File: src/rtl/pdisp_pkg.sv
package pdisp_pkg;

    // Bit of each stored word that ends a pattern.
    localparam int LAST_BIT = 0;

    // Request classes seen by the arbiter.
    typedef enum logic [2:0] {
        CLS_NONE,
        CLS_RD_SGL,
        CLS_RD_BST,
        CLS_WR_SGL,
        CLS_WR_BST,
        CLS_RFSH,
        CLS_RUN
    } req_cls_e;

endpackage

File: src/rtl/pdisp_ram.sv
module pdisp_ram #(
    parameter int DEPTH = 64,
    parameter int DW    = 32,
    localparam int AW   = $clog2(DEPTH)
) (
    input  logic          clk,
    input  logic          we,
    input  logic [AW-1:0] waddr,
    input  logic [DW-1:0] wdata,
    input  logic [AW-1:0] raddr,
    output logic [DW-1:0] rdata
);

    logic [DW-1:0] mem_q [DEPTH];

    always_ff @(posedge clk) begin
        if (we) begin
            mem_q[waddr] <= wdata;
        end
    end

    // Asynchronous read: the sequencer index selects the presented word.
    assign rdata = mem_q[raddr];

endmodule

File: src/rtl/pdisp_arb.sv
module pdisp_arb
    import pdisp_pkg::*;
#(
    parameter int DEPTH   = 64,
    parameter int IDX_RSS = 'h00,
    parameter int IDX_RBS = 'h08,
    parameter int IDX_WSS = 'h18,
    parameter int IDX_WBS = 'h20,
    parameter int IDX_PTS = 'h30,
    localparam int AW     = $clog2(DEPTH)
) (
    input  logic          acc_req,
    input  logic          acc_write,
    input  logic          acc_burst,
    input  logic          acc_from_sec,
    input  logic          acc_bank_sec,
    input  logic          rfsh_req,
    input  logic          run_req,
    input  logic [AW-1:0] run_word,
    output logic          start,
    output logic [AW-1:0] start_idx
);

    req_cls_e cls;
    logic     acc_ok;

    // Secondary-bus accesses into a primary-owned bank are dropped.
    assign acc_ok = acc_req && !(acc_from_sec && !acc_bank_sec);

    always_comb begin
        if (rfsh_req) begin
            cls = CLS_RFSH;
        end else if (run_req) begin
            cls = CLS_RUN;
        end else if (acc_ok) begin
            case ({acc_write, acc_burst})
                2'b00:   cls = CLS_RD_SGL;
                2'b01:   cls = CLS_RD_BST;
                2'b10:   cls = CLS_WR_SGL;
                default: cls = CLS_WR_BST;
            endcase
        end else begin
            cls = CLS_NONE;
        end
    end

    always_comb begin
        start = (cls != CLS_NONE);
        case (cls)
            CLS_RD_SGL: start_idx = AW'(IDX_RSS);
            CLS_RD_BST: start_idx = AW'(IDX_RBS);
            CLS_WR_SGL: start_idx = AW'(IDX_WSS);
            CLS_WR_BST: start_idx = AW'(IDX_WBS);
            CLS_RFSH:   start_idx = AW'(IDX_PTS);
            CLS_RUN:    start_idx = run_word;
            default:    start_idx = '0;
        endcase
    end

endmodule

File: src/rtl/pdisp_seq.sv
module pdisp_seq #(
    parameter int DEPTH   = 64,
    parameter int IDX_EXS = 'h3C,
    localparam int AW     = $clog2(DEPTH)
) (
    input  logic          clk,
    input  logic          rst_n,
    input  logic          start,
    input  logic [AW-1:0] start_idx,
    input  logic          exc,
    input  logic          word_last,
    input  logic          host_we,
    output logic          busy,
    output logic          in_exc,
    output logic [AW-1:0] idx,
    output logic          done,
    output logic          wr_err,
    output logic          ram_we
);

    typedef struct packed {
        logic          busy;
        logic          in_exc;
        logic [AW-1:0] idx;
        logic          done;
        logic          wr_err;
    } seq_t;

    seq_t st_d, st_q;

    always_comb begin
        st_d        = st_q;
        st_d.done   = 1'b0;
        st_d.wr_err = host_we && st_q.busy;
        if (st_q.busy) begin
            if (exc && !st_q.in_exc) begin
                st_d.idx    = AW'(IDX_EXS);
                st_d.in_exc = 1'b1;
            end else if (word_last) begin
                st_d.busy   = 1'b0;
                st_d.in_exc = 1'b0;
                st_d.done   = 1'b1;
            end else begin
                st_d.idx = st_q.idx + 1'b1;
            end
        end else if (start) begin
            st_d.busy   = 1'b1;
            st_d.in_exc = 1'b0;
            st_d.idx    = start_idx;
        end
    end

    always_ff @(posedge clk or negedge rst_n) begin
        if (!rst_n) begin
            st_q <= '0;
        end else begin
            st_q <= st_d;
        end
    end

    assign busy   = st_q.busy;
    assign in_exc = st_q.in_exc;
    assign idx    = st_q.idx;
    assign done   = st_q.done;
    assign wr_err = st_q.wr_err;
    assign ram_we = host_we && !st_q.busy;

endmodule

File: src/rtl/pattern_dispatch.sv
module pattern_dispatch #(
    parameter int DEPTH   = 64,
    parameter int DW      = 32,
    parameter int IDX_RSS = 'h00,
    parameter int IDX_RBS = 'h08,
    parameter int IDX_WSS = 'h18,
    parameter int IDX_WBS = 'h20,
    parameter int IDX_PTS = 'h30,
    parameter int IDX_EXS = 'h3C,
    localparam int AW     = $clog2(DEPTH)
) (
    input  logic          clk,
    input  logic          rst_n,
    input  logic          acc_req,
    input  logic          acc_write,
    input  logic          acc_burst,
    input  logic          acc_from_sec,
    input  logic          acc_bank_sec,
    input  logic          rfsh_req,
    input  logic          exc_soft,
    input  logic          exc_err,
    input  logic          run_req,
    input  logic [AW-1:0] run_word,
    input  logic          host_we,
    input  logic [AW-1:0] host_addr,
    input  logic [DW-1:0] host_wdata,
    output logic          busy,
    output logic [AW-1:0] cur_idx,
    output logic [DW-1:0] ctrl_out,
    output logic          done,
    output logic          wr_err
);

    logic          start;
    logic [AW-1:0] start_idx;
    logic          in_exc;
    logic          ram_we;
    logic [DW-1:0] rdata;

    pdisp_arb #(
        .DEPTH  (DEPTH),
        .IDX_RSS(IDX_RSS),
        .IDX_RBS(IDX_RBS),
        .IDX_WSS(IDX_WSS),
        .IDX_WBS(IDX_WBS),
        .IDX_PTS(IDX_PTS)
    ) u_arb (
        .acc_req     (acc_req),
        .acc_write   (acc_write),
        .acc_burst   (acc_burst),
        .acc_from_sec(acc_from_sec),
        .acc_bank_sec(acc_bank_sec),
        .rfsh_req    (rfsh_req),
        .run_req     (run_req),
        .run_word    (run_word),
        .start       (start),
        .start_idx   (start_idx)
    );

    pdisp_seq #(
        .DEPTH  (DEPTH),
        .IDX_EXS(IDX_EXS)
    ) u_seq (
        .clk      (clk),
        .rst_n    (rst_n),
        .start    (start),
        .start_idx(start_idx),
        .exc      (exc_soft || exc_err),
        .word_last(rdata[pdisp_pkg::LAST_BIT]),
        .host_we  (host_we),
        .busy     (busy),
        .in_exc   (in_exc),
        .idx      (cur_idx),
        .done     (done),
        .wr_err   (wr_err),
        .ram_we   (ram_we)
    );

    pdisp_ram #(
        .DEPTH(DEPTH),
        .DW   (DW)
    ) u_ram (
        .clk  (clk),
        .we   (ram_we),
        .waddr(host_addr),
        .wdata(host_wdata),
        .raddr(cur_idx),
        .rdata(rdata)
    );

    assign ctrl_out = busy ? rdata : '0;

endmodule

File: config.mk
export PLATFORM = sky130hd
export DESIGN_NAME = pattern_dispatch
export DESIGN_NICKNAME = d
export VERILOG_FILES = /design/src/rtl/pdisp_pkg.sv /design/src/rtl/pdisp_ram.sv /design/src/rtl/pdisp_arb.sv /design/src/rtl/pdisp_seq.sv /design/src/rtl/pattern_dispatch.sv
export SDC_FILE = /design/constraint.sdc
export NUM_CORES = 2
export LEC_CHECK = 0
export BUFFER_PORTS_ARGS = -buffer_cell sky130_fd_sc_hd__buf_2
export CAP_MARGIN = 20
export CORE_MARGIN = 2
export CORE_UTILIZATION = 50
export CTS_BUF_LIST = sky130_fd_sc_hd__clkbuf_4 sky130_fd_sc_hd__clkbuf_8 sky130_fd_sc_hd__clkbuf_16
export CTS_CLUSTER_DIAMETER = 100
export DETAILED_ROUTE_END_ITERATION = 8
export HOLD_SLACK_MARGIN = 0.12
export PLACE_DENSITY = 0.66
export SYNTH_ARGS = -nofsm -noshare
export SYNTH_HDL_FRONTEND = slang
export SYNTH_HIERARCHICAL = 1
export SYNTH_SLANG_ARGS = --single-unit
File: constraint.sdc
create_clock -name clk -period 9.8 [get_ports clk]
set_clock_uncertainty 0.15 [all_clocks]
set_input_delay 2.94 -clock clk [delete_from_list [all_inputs] [get_ports clk]]
set_output_delay 2.94 -clock clk [all_outputs]
set_load 0.03 [all_outputs]
**Word-level counts from Yosys, hierarchy flattened**

Memory sizes are Yosys's and may differ from the RTL's.
Index checks and enable logic that the tools add are counted.

- Add/subtract/negate cells: 1
- Equality and inequality tests: 9
- Mux-type cells: 17
- Reductions and logical operators: 15

Operators by type and width:

| kind | count |
|---|---|
| $mux W32 | 1 |
| $pmux W6 S5 | 1 |
| $mux W8 | 2 |
| $eq A3 B3 Y1 const B | 3 |
| $mux W3 | 3 |
| $pmux W3 S3 | 1 |
| $mux W7 | 1 |
| $add A6 B1 Y6 const B | 1 |
| $eq A3 B2 Y1 const B | 2 |
| $mux W1 | 6 |
| $mux W6 | 1 |
| $ne A3 B3 Y1 const B | 2 |
| $logic_and A1 B1 Y1 | 5 |
| $logic_not A1 Y1 | 4 |
| $reduce_and A2 Y1 | 2 |
| $reduce_bool A3 Y1 | 1 |
| $eq A2 B1 Y1 const B | 1 |
| $eq A2 B2 Y1 const B | 1 |
| $logic_not A2 Y1 | 1 |
| $mux W2 | 1 |
| $reduce_bool A2 Y1 | 1 |
| $logic_or A1 B1 Y1 | 1 |

- Register bits after elaboration: 10
- Memory bits (writable): 2048
- Word-level logic and storage cells: 48
- Memories: 1

Memory list:

| memory | depth | width | read ports | clocked after memory_dff | write ports | RTL line | text |
|---|---|---|---|---|---|---|---|
| u_ram.mem_q | 64 | 32 | 1 | 0 | 1 | pdisp_ram.sv:14 | `logic [DW-1:0] mem_q [DEPTH];` |

**Longest topological paths before layout**

- Word-level depth: 11
- Mapped depth: 13

**By module**

The synthesis kept the hierarchy.

Modules (own cells, without submodules):

| module | times used | cells each | area each (um2) | seq. area each (um2) |
|---|---|---|---|---|
| pdisp_ram | 1 | 3292 | 77874.7 | 61499.0 |
| pdisp_seq | 1 | 56 | 565.5 | 250.2 |
| pattern_dispatch | 1 | 36 | 261.5 | 0.0 |
| pdisp_arb | 1 | 30 | 237.7 | 0.0 |

**Least setup slack after synthesis**

OpenSTA, ideal clock, no wires.

- Path kind: in2reg
- Start: in host_we
- End: mem u_ram.mem_q[48][0] (enable)
- Arrival: 5.792 ns
- Data required time: 9.189 ns
- Setup slack: 3.398 ns
- Stages: 4
- Cell sequence: nor2b_1 -> nor2b_1 -> nand4b_1 -> nor3_1

- Word-level cells in the longest chain between the ends: 3

RTL lines:

| what | RTL line | text |
|---|---|---|
| from (decl) | pattern_dispatch.sv:24 | `input logic host_we,` |
| $logic_and A1 B1 Y1 | pdisp_seq.sv:66 | `assign ram_we = host_we && !st_q.busy;` |
| $mux W1 | pdisp_ram.sv:17 | `if (we) begin` |
| $mux W1 (implied by the code) | pdisp_ram.sv:18 | `mem_q[waddr] <= wdata;` |
| to (decl) | pdisp_ram.sv:14 |  |

No other way between the ends.

**Worst setup path in the final report**

- Start: reg u_seq.st_q, in the netlist u_seq/idx[1]
- End: out ctrl_out[13]

- Word-level cells in the longest chain between the ends: 2

RTL lines:

| what | RTL line | text |
|---|---|---|
| from (decl) | pdisp_seq.sv:29 | `seq_t st_d, st_q;` |
| from (signal assigned) | pdisp_seq.sv:57 | `st_q <= st_d;` |
| $mem_v2 Z64 W32 | - |  |
| net rdata[13] | pattern_dispatch.sv:38 | `logic [DW-1:0] rdata;` |
| $mux W32 | pattern_dispatch.sv:91 | `assign ctrl_out = busy ? rdata : '0;` |
| to (decl) | pattern_dispatch.sv:29 | `output logic [DW-1:0] ctrl_out,` |

The timed path passes the listed nets, and every way through them passes these cells.

==> results.md <==
- The area growth from synthesis to layout is 13.1%.
- By area, the combinational part of the netlist is dominated by multiplexers.
- The path with the worst hold slack has its endpoint at u_seq/in_exc.
- The area fraction in compound gates after synthesis is 2.01%.
- In this design, the critical path's most frequently occurring cell is nor2_1.
- The number of buffers and inverters on the critical path is 3.
- Of the total synthesized cell area, the portion taken by AND, OR, NAND and NOR gates is 1.79%.
- The H-tree was split into 4 levels.
- After clock tree synthesis, the flow added hold-fix buffers numbering 0.
- The net total in the final layout is roughly 3700.
- The post-route netlist has 31.4% of its cells at a drive strength greater than 1.
- The netlist uses 62 different library cells.
- The overall power is 0.0227 W.
- The async set-or-reset flop fraction in the synthesized netlist is 0.486%.
- Clock-pin slew was measured on the worst setup and hold paths at 0.06 ns.
- The clock net in this run drives a total of 2058 sinks.
- The remaining max-slew budget at the tightest pin is 27.2%.
- The die outline height is around 400 um.
- The initial utilization of the core area, before any placement, comes to 50.4%.
- The post-CTS setup repair buffer count is 0.
- On the critical path the largest part of the delay comes from simple AND/OR/NAND/NOR gates.
- In the final routed layout, each cell accounts on average for 33.4 um.
- The critical-path cell with the highest stage delay is dfrtp_4.
- The clock latency reported for the late side of the worst-skew pair is 0.81 ns.
- The leakage power is roughly 27 nW.
- The mux contribution to synthesized area is between 10% and 20%.
- The synthesized netlist occupies a cell area of 78900 um^2.
- The number of buffers inserted during clock tree synthesis is ~200.
- In this run, the combinational gates consume between 20% and 30% of the power.
- For this design the ratio of total power to cell area is 254 nW/um^2.
- Of the available clock period, the critical path in the final layout requires between 80% and 90%.
- The floorplan core area is 157000 um^2.
- The number of global-route vias before repair is 37100.
- The congestion estimate from routability-driven global placement came to around 0.83.
- Clock tree synthesis selected as its root buffer the cell clkbuf_16.
- At the placement stage, the worst setup path has a slack of 2.84 ns.
- The largest net degree at the start of global routing is 124.
- The signal on the critical path passes through buf_12, nand2b_1, buf_4, o22ai_1, nor2_1, a21oi_1, nor2_1, and2_2, buf_2.
- The worst setup path is captured at an output pin.
- The routed layout has ~38000 vias.
- The detailed router finished its first iteration with 4971 violations.
- The net switching power of the design is between 0.006 and 0.007 W.
- For this run the aggregate overflow at the end of global routing stands at 0.
- The worst path in the final design needs a cycle of about 7.9 ns, including I/O delays and setup.
- The count of final setup violators is 0.
- The Yosys step of the flow raised 6 warnings.
- The fmax is 127 MHz.
- The data arrival at the endpoint of the critical path is 4.77 ns.
- The total negative slack is 0 ns.
- The predominant post-synthesis flop cell is edfxtp_1.
- The required time of the critical path is around 6.7 ns.
- After detailed routing, the number of vias per cell comes to around 6.4.
- The worst stage delay on the critical path is 0.88 ns.
- Port buffering added between 90 and 100 buffers.
- The setup slack of the critical path after layout is roughly 1.9 ns.
- The kind of start point of the critical path is a flip-flop.
- The synthesized-area fraction occupied by adder cells is 0.0634%.
- The XOR/XNOR share of the synthesized area is 0%.
- The maximum vdd drop is 282 uV.
- The worst reg-to-reg setup slack is between 5 and 6 ns.
- In this run, flip-flops and latches consume 43.5% of the power.
- The clock network is responsible for 32.3% of the overall power.
- The number of enable flip-flop cells after synthesis is between 2000 and 2500.
- The final layout contains routed wiring with a total length of 197000 um.
- The number of pins with negative max-slew slack in the final report is 0.
- Along the worst hold path, the cell count comes to 1.
- Sequential elements use 78.2% of the synthesized area.
- The switching share of power is 28.5%.
- Setup repair after global routing left no endpoint under its margin.
- Once the clock tree was built, the resizer swapped 0 gates to a different size.
- The number of max-cap violations is 0.
- The first global-routing pass estimated 279000 um of wire.
- The worst flop-to-flop path endpoint is u_seq/idx[5].
- Detailed placement finished with a half-perimeter wire length of 102000 um.
- The number of flip-flops and latches in the synthesized netlist is 2058.
- The first detailed-routing pass ran for 7 iterations.
- The maximum root-to-sink buffer count is 3.
- The top-level port count is 97.
- The die covers 161000 um^2.
- The worst hold path begins at u_seq/in_exc.
- The filler cells instantiated in the layout total 11200.
- The internal cell power is 0.0162 W.
- Each instance of the synthesized netlist takes up on average 23.1 um^2.
- The share of the core filled with cells in the final layout is 57.0%.
- TritonCTS built the clock tree.
- The flow ran to the end, and the final reports show no timing, DRC or antenna violations.
- The global-route usage over all layers is between 20 and 25%.
- The worst hold path belongs to the class reg2reg.
- Counting every net in the synthesized netlist gives 3474.
- The launch point of the worst reg-to-reg path is u_seq/idx[1].
- The biggest fanout along the worst timing path is 73.
- For the pin with the worst max-slew slack, the measured transition is between 1 and 1.5 ns.
- The final hold violation count came to 0.
- For this run, design rule violations remaining after detail routing come to 0.
- In the synthesized netlist, the number of instances is 3414.
- For the worst flop-to-flop path, the logic depth is 10.
- The width of the die is 401 um.
- The placement row count is 145.
- The setup path with the least slack is of type reg2out.
- The count of nets left with antenna violations after detail routing is 0.
- The initial antenna violation count was 9.
[sequential cells by signal (all words and copies together) (netlist names)]
register / count
u_ram/mem_q: 2048
u_seq/idx: 6
u_seq/busy: 1
u_seq/done: 1
u_seq/in_exc: 1
u_seq/wr_err: 1
[metrics by stage]
stage | area [um^2] | instances | hold slack [ns]
2_1_floorplan | 78900 | 3414 | 0.351
3_3_place_gp | 82500 | 5489 | 0.375
3_5_place_dp | 82500 | 5491 | 0.382
4_1_cts | 88800 | 5852 | 0.399
5_1_grt | 89300 | 5877 | 0.429
6_report | 89300 | 5878 | 0.396
[how the worst max path moves through the flow]
stage / from / end / slack (ns) / depth (start not counted)
global route: u_seq/idx[0] / ctrl_out[27] / 1.85 / 8
floorplan: host_we / u_ram/mem_q[48][0] / 3.40 / 4
finish: u_seq/idx[1] / ctrl_out[13] / 1.94 / 9
global placement: u_seq/idx[0] / ctrl_out[10] / 2.84 / 7
CTS: u_seq/idx[0] / ctrl_out[10] / 1.95 / 7
detailed placement: u_seq/idx[0] / ctrl_out[10] / 2.84 / 7
[cell usage after synthesis, drive strengths merged (2+ instances only)]
master      n  share of area, %
a21boi      2             0.019
mux2i      93               1.2
nor4b       3             0.033
nand3b      5             0.048
a2bb2oi     2             0.022
a311oi      8             0.089
inv         8             0.038
nand2b     11              0.11
o221ai     27              0.30
a311o       2             0.025
clkbuf     77              0.37
a21oi      70              0.44
a31oi       3             0.043
or2         5             0.040
nand4       2             0.016
a211oi      2             0.019
nand2      28              0.13
o22ai      84              0.67
o31a        2             0.024
nor2      140              0.67
or3         3             0.024
or3b        5             0.055
nor3        9             0.057
nand3       7             0.044
dfrtp      10              0.32
and3        7             0.057
o21ai       5             0.032
a32oi       2             0.022
a22oi      13              0.12
edfxtp   2048                78
mux4      544                16
nor2b      17              0.13
buf       111              0.81
and2       35              0.33
ha          4             0.063
o32ai       4             0.044
and2b       2             0.021
a41o        4             0.051
[area by class of cell]
cell class	count	area, um^2	area share [%]
inverters	8	30.0	0.0336
flip-flops and latches	2058	61800	69.2
clock buffers	250	5420	6.07
repair buffers	231	1940	2.17
clock inverters	111	807	0.904
well taps	2058	2570	2.89
multi-input cells	1160	16700	18.7
diodes	2	5.00	0.00561
[cell usage in the layout, fill, tap and decap left out, types with 7 or more instances in the layout]
master	n
nor2_1	77
bufinv_16	10
mux2i_1	93
clkinv_1	56
nand2_1	28
o22ai_1	84
clkinv_2	30
a311oi_1	8
buf_4	100
nand2b_1	8
inv_1	8
buf_12	34
edfxtp_1	2048
inv_6	8
nor2b_1	16
clkbuf_4	48
nor2_4	62
a22oi_1	13
nand3_1	7
a21oi_1	70
o221ai_1	27
mux4_2	544
buf_2	96
nor3_1	7
and2_2	32
clkbuf_16	202
[power groups by stage]
| stage | logic (W) | clock network (W) | registers, W |
|---|---|---|---|
| after detailed placement | 0.00548 | 0 | 0.0101 |
| after floorplan | 0.00382 | 0 | 0.00996 |
| after global placement | 0.00544 | 0 | 0.0101 |
| final | 0.00550 | 0.00733 | 0.00987 |
| after global routing | 0.00576 | 0.00775 | 0.00987 |
| after CTS | 0.00549 | 0.00743 | 0.00987 |
[logic make-up after synthesis]
| group | after synthesis |
|---|---|
| buffers and inverters | 196 |
| AO/OA/AOI/OAI | 238 |
| adder cells (fa/ha/maj) | 4 |
| AND/OR/NAND/NOR | 281 |
| multiplexers | 637 |
| flip-flops | 2058 |
[routing by layer]
metal | part of all wire (%) | wire, um | up-vias | track usage [%]
met5 | 0.024 | 48 | - | 0
met4 | 2.3 | 4580 | 8 | 6.20
met3 | 10 | 19800 | 286 | 5.50
met2 | 48 | 94900 | 1960 | 38.8
met1 | 39 | 77300 | 20300 | 35.0
li1 | - | - | 15100 | -
No activity file was read; power rests on OpenSTA's default activity.
